==> config.mk <==
export PLATFORM = sky130hd
export DESIGN_NAME = cpu_dbus_if
export DESIGN_NICKNAME = d
export VERILOG_FILES = /design/src/rtl/cpu_dbus_pkg.sv /design/src/rtl/cpu_dbus_wr.sv /design/src/rtl/cpu_dbus_rd_lane.sv /design/src/rtl/cpu_dbus_if.sv
export SDC_FILE = /design/constraint.sdc
export NUM_CORES = 1
export LEC_CHECK = 0
export ABC_AREA = 1
export BUFFER_PORTS_ARGS = -buffer_cell sky130_fd_sc_hd__buf_4
export CORE_ASPECT_RATIO = 1.75
export CORE_UTILIZATION = 40
export CTS_BUF_LIST = sky130_fd_sc_hd__clkbuf_4 sky130_fd_sc_hd__clkbuf_8
export DETAILED_ROUTE_END_ITERATION = 8
export PLACE_DENSITY = 0.73
export SYNTH_ARGS = -nofsm -noshare
export SYNTH_HDL_FRONTEND = slang
export SYNTH_SLANG_ARGS = --single-unit
==> constraint.sdc <==
create_clock -name clk_i -period 1.1 [get_ports clk_i]
set_input_delay 0 -clock clk_i [delete_from_list [all_inputs] [get_ports clk_i]]
set_output_delay 0 -clock clk_i [all_outputs]
set_load 0.01 [all_outputs]
==> src/rtl/cpu_dbus_pkg.sv <==
package cpu_dbus_pkg;
  typedef enum logic {
    BUS_SHARED = 1'b0,
    BUS_SPLIT  = 1'b1
  } bus_mode_e;
endpackage

==> src/rtl/cpu_dbus_wr.sv <==
module cpu_dbus_wr
  import cpu_dbus_pkg::*;
#(
  parameter int DATA_W = 32
) (
  input  logic              clk_i,
  input  logic              rst_ni,
  input  logic              rw_i,
  input  logic [DATA_W-1:0] wdata_i,
  input  bus_mode_e         mode_i,
  input  logic              dbus_en_i,
  input  logic              wdrive_n_i,
  output logic              rd_cycle_o,
  output logic              wr_cycle_n_o,
  output logic [DATA_W-1:0] bidir_out_o,
  output logic              bidir_oe_o,
  output logic [DATA_W-1:0] uni_out_o
);
  logic              wr_q;
  logic [DATA_W-1:0] wdata_q;

  // cycle direction and data are fixed at the rising edge for the whole cycle
  always_ff @(posedge clk_i or negedge rst_ni) begin
    if (!rst_ni) begin
      wr_q    <= 1'b0;
      wdata_q <= '0;
    end else begin
      wr_q <= rw_i;
      if (rw_i) wdata_q <= wdata_i;
    end
  end

  logic drive_bidir;
  logic drive_uni;

  always_comb begin
    drive_bidir  = wr_q && dbus_en_i && !wdrive_n_i;
    drive_uni    = wr_q && dbus_en_i && (mode_i == BUS_SPLIT);
    bidir_oe_o   = drive_bidir;
    bidir_out_o  = drive_bidir ? wdata_q : '0;
    uni_out_o    = drive_uni ? wdata_q : '0;
    wr_cycle_n_o = !wr_q;
    rd_cycle_o   = rst_ni && !wr_q;
  end
endmodule

==> src/rtl/cpu_dbus_rd_lane.sv <==
module cpu_dbus_rd_lane #(
  parameter int LANE_W = 8
) (
  input  logic              clk_i,
  input  logic              rst_ni,
  input  logic              capture_i,
  input  logic [LANE_W-1:0] src_i,
  output logic [LANE_W-1:0] q_o
);
  // read lanes are captured on the falling edge
  always_ff @(negedge clk_i or negedge rst_ni) begin
    if (!rst_ni)        q_o <= '0;
    else if (capture_i) q_o <= src_i;
  end
endmodule

==> src/rtl/cpu_dbus_if.sv <==
module cpu_dbus_if
  import cpu_dbus_pkg::*;
#(
  parameter int LANES  = 4,
  parameter int LANE_W = 8,
  localparam int DATA_W = LANES * LANE_W
) (
  input  logic              clk_i,
  input  logic              rst_ni,
  input  logic              rw_i,
  input  logic              split_mode_i,
  input  logic              dbus_en_i,
  input  logic              wdrive_n_i,
  input  logic [LANES-1:0]  lane_latch_i,
  input  logic [DATA_W-1:0] wdata_i,
  input  logic [DATA_W-1:0] bidir_in_i,
  input  logic [DATA_W-1:0] uni_in_i,
  output logic [DATA_W-1:0] rdata_o,
  output logic [DATA_W-1:0] bidir_out_o,
  output logic              bidir_oe_o,
  output logic [DATA_W-1:0] uni_out_o,
  output logic              wr_cycle_n_o
);
  bus_mode_e         mode;
  logic              rd_cycle;
  logic [DATA_W-1:0] rd_src;

  assign mode   = bus_mode_e'(split_mode_i);
  assign rd_src = (mode == BUS_SPLIT) ? uni_in_i : bidir_in_i;

  cpu_dbus_wr #(.DATA_W(DATA_W)) u_wr (
    .clk_i        (clk_i),
    .rst_ni       (rst_ni),
    .rw_i         (rw_i),
    .wdata_i      (wdata_i),
    .mode_i       (mode),
    .dbus_en_i    (dbus_en_i),
    .wdrive_n_i   (wdrive_n_i),
    .rd_cycle_o   (rd_cycle),
    .wr_cycle_n_o (wr_cycle_n_o),
    .bidir_out_o  (bidir_out_o),
    .bidir_oe_o   (bidir_oe_o),
    .uni_out_o    (uni_out_o)
  );

  for (genvar g = 0; g < LANES; g++) begin : g_lane
    cpu_dbus_rd_lane #(.LANE_W(LANE_W)) u_lane (
      .clk_i     (clk_i),
      .rst_ni    (rst_ni),
      .capture_i (rd_cycle && lane_latch_i[g]),
      .src_i     (rd_src[g*LANE_W +: LANE_W]),
      .q_o       (rdata_o[g*LANE_W +: LANE_W])
    );


    lane_hold_chk: assert property (@(negedge clk_i) disable iff (!rst_ni)
      !lane_latch_i[g] |=> $stable(rdata_o[g*LANE_W +: LANE_W]));
  end


  uni_idle_chk: assert property (@(posedge clk_i) disable iff (!rst_ni)
    !split_mode_i |-> (uni_out_o == '0));


  read_no_drive_chk: assert property (@(posedge clk_i) disable iff (!rst_ni)
    wr_cycle_n_o |-> !bidir_oe_o);


  dbus_off_chk: assert property (@(posedge clk_i) disable iff (!rst_ni)
    !dbus_en_i |-> (!bidir_oe_o && uni_out_o == '0 && bidir_out_o == '0));


  wr_flag_chk: assert property (@(posedge clk_i) disable iff (!rst_ni)
    rw_i |=> !wr_cycle_n_o);
endmodule

-- Word-level counts from Yosys, hierarchy flattened
Cells that the tools add are included.
- register bits: 65
- input bits: 106
- word-level logic and storage cells: 19
- muxes and demuxes: 3
- reductions and logical operators: 10
- operators with widths (operator ; number):
    32-bit two-way mux ; 3
    1-bit logical AND ; 8
    1-bit logical NOT ; 2

-- Logic depth before layout (Yosys ltp)
- word-level depth: 3
- gate-level depth with buffers: 7
- mapped depth without buffers: 5

-- Hierarchy
Synthesis repeated with hierarchy kept, for this count alone.
- cell total of the unflattened synthesis: 461
- area total of the unflattened synthesis: 3375.7 µm²
- modules (own cells, without submodules) (module ; times used ; cells each ; area each (µm²) ; sequential area each (µm²)):
    cpu_dbus_wr ; 1 ; 213 ; 1632.8 ; 825.8
    cpu_dbus_rd_lane ; 4 ; 34 ; 305.3 ; 200.2
    cpu_dbus_if ; 1 ; 112 ; 521.8 ; 0.0

==> flow_summary.toml <==
[run_status]
outcome = "complete, but fails checks"
violations = "negative setup slack"

[synthesis]
ys_async_sr_fraction_pct = 100.0
yosys-mux-area-fraction_pct = 0
synth_top_area_share_pct = 26.47
yosysUniqueCellTypes = 14
synth-xor-area-share_pct = 0
syn_inst = 456
syn-num-nets = 562
synth_top_family_by_area = "simple AND/OR/NAND/NOR gates"
ys_top_cells_by_count = "nand2_1, nor2_1, inv_1, dfrtp_1"
yosysMostFrequentCell = "nand2_1"
synth_area_leaders = "nand2_1, dfrtp_1, dfrtn_1"
netlist.top_cell.by_area = "nand2_1"
synth-compound-area-share_pct = 5.020
synth_area_sq_um = 3191
synthAdderAreaFrac_pct = 0
synth.avg_cell_area_sq_um = 6.997
synth_warnings = 0
synth_edf_count = 0
synth_ff_type = "dfrtp_1"
ys_seq_elements = 65
synth_simple_gate_area_share_pct = 36.12
ys_seq_area_share_pct = 50.98

[floorplan]
die_h_microns = 120.1
io_pins = 204
die-area_sq_um = 8351
die_w_microns = 69.51
start_util_pct = 41.87
coreArea_sq_um = 7620
rows = 42

[place]
hpwl_microns = 7532
portBuffers = 203
gp_congestion = 0.8629

[sta]
tightest_slew_ps = 546.9
skew_ps = 10.89
postLayoutSetupSlackWorst_ps = -475.0
slew_violations = 0
max-slew-margin-rel_pct = 63.48
rsz0062_at_grt = "yes"
finalHoldViolCount = 0
setup_viol = 129

[routing]
postRouteAntennaNets = 0
routed_wl_microns = 11260
wl_per_cell_microns = 13.77
viasPerCell = 4.700
vias = 3845
drc_errors = 0
first_pass_iters = 5
drt_iter0_markers = 189

[min_path]
hold_class = "in2async"

[finish]
nets = 831
drive_gt1_share_pct = 39.04
syn_to_final_growth_pct = 82.47
n_antenna_cell = 0
fill_cells = 545
final_core_util_pct = 76.40

[power]
p_leak_uw = 0.003326
p_total_uw = 6985
p_per_area_nw_per_um2 = 1200
peakVddDrop_uv = 966.4

[worst_setup_path]
worst-setup-path-type = "reg2reg"
crit_fanout = 8
cp-end-kind = "register"
reg2reg_depth = 5
regToRegStartpoint = "u_wr.wr_q$_DFF_PN0_"
critPathRequiredTime_ps = 910
worstPathArrival_ps = 1390
r2r-end = "g_lane[3].u_lane.q_o[5]$_DFFE_NN0P_"
r2r_slack_ps = -480
startpoint_type = "register"

[clock_network]
clock-root-buffer = "clkbuf_8"
clock_latency_ps = 340
cts_made_buffers = 9
cts_tree = "built"
max-clock-path-buffers = 2
cts.clk_slew.worst_paths_ps = 60
cts.sinks = 65
cts-htree-levels = 3

[global_routing]
grt_remaining_overflow = 0
antenna_found_initial = 0
grt_max_degree = 66
grt_pass1_vias = 3891
track_usage_pct = 27.12
grt_first_pass_wirelength_microns = 17730

[run]
maxCapViolCount = 0
[logic make-up (layout without fill, tap and decap cells)]
logic type | count (synthesis) | after routing
flops | 65 | 65
buf+inv | 59 | 333
simple gates | 300 | 300
compound gates | 32 | 32
[final cells by class]
type                       instances  area [sq um]  area share [%]
sequential                        65          1627           27.94
tap                               88         110.1           1.891
inverter                          39         151.4           2.600
timing repair buffer             278          2295           39.42
clock inverter                     1         5.005         0.08597
multi-input combinational        332          1428           24.52
clock buffer                      15         206.4           3.546
[placed cells by master, fill, tap and decap left out]
master          netlist  final
buf_4                 3    223
clkbuf_8              0     15
inv_2                 3      1
clkinv_2              0      1
nand2_1             225    225
inv_1                36     36
nor2_2                4      8
dfrtn_1              32     32
buf_6                 0     18
nand3_2               0      1
nand2_4               0      1
nor2_1               64     54
dfrtp_1              33     33
inv_4                 0      2
nand3_4               0      4
dlymetal6s4s_1        0      1
o21ai_0              32     32
nor2_4                1      7
clkbuf_16             0      1
dlygate4sd3_1         0     32
buf_12                0      3
[repair_timing]
item                                   in CTS  in global routing
hold buffers                               33                  0
gates resized for setup                    22                 22
setup buffers                              20                 10
pin swaps                                   1                  1
setup endpoints to repair                 129                145
gates cloned                                0                  1
endpoints found under the hold margin      65                  0
[power by group]
part	internal, uW	switching, uW
logic	1130	916
clock network	1190	883
registers	2710	159
total	5030	1960
[metrics by stage]
step | setup slack, ps | hold slack [ps] | instance area [sq um] | TNS, ps | std cells
4_1_cts | -489.9 | 32.10 | 5647 | -56490 | 807
2_1_floorplan | -371.8 | -295.6 | 3233 | -11900 | 456
5_1_grt | -587.8 | 38.91 | 5822 | -57190 | 818
3_5_place_dp | -458.0 | 5.549 | 4882 | -17730 | 738
6_report | -475.0 | 19.12 | 5822 | -46200 | 818
3_3_place_gp | -410.2 | 2.756 | 4882 | -16470 | 738
[state kept, by name, summed over array words and instances, names as in the netlist]
name               count
g_lane.u_lane.q_o     32
u_wr.wdata_q          32
u_wr.wr_q              1
[worst max-delay path: stages, from the launching register on]
cell and delay, ps:
dfrtp_1 410, inv_4 150, nand2_4 120, nor2_4 200
nand2_1 100, nand2_1 80
[layer usage]
metal	vias up	GRT usage, %	part of all wire, %
met5	-	0	0
met4	0	9.566	1.8
met3	18	6.969	7.1
met2	180	50.85	55
met1	1756	28.65	36
li1	1891	-	-
[worst max path at each step]
stage	to	slack [ps]	startpoint
final	g_lane[3].u_lane.q_o[5]$_DFFE_NN0P_	-480	u_wr.wr_q$_DFF_PN0_
after detailed placement	g_lane[3].u_lane.q_o[5]$_DFFE_NN0P_	-460	u_wr.wr_q$_DFF_PN0_
after CTS	g_lane[2].u_lane.q_o[3]$_DFFE_NN0P_	-490	u_wr.wr_q$_DFF_PN0_
after floorplan	g_lane[0].u_lane.q_o[0]$_DFFE_NN0P_	-370	u_wr.wr_q$_DFF_PN0_
after global placement	g_lane[1].u_lane.q_o[7]$_DFFE_NN0P_	-410	u_wr.wr_q$_DFF_PN0_
after global routing	g_lane[2].u_lane.q_o[4]$_DFFE_NN0P_	-590	u_wr.wr_q$_DFF_PN0_
Power figures use the tool's default switching activity.
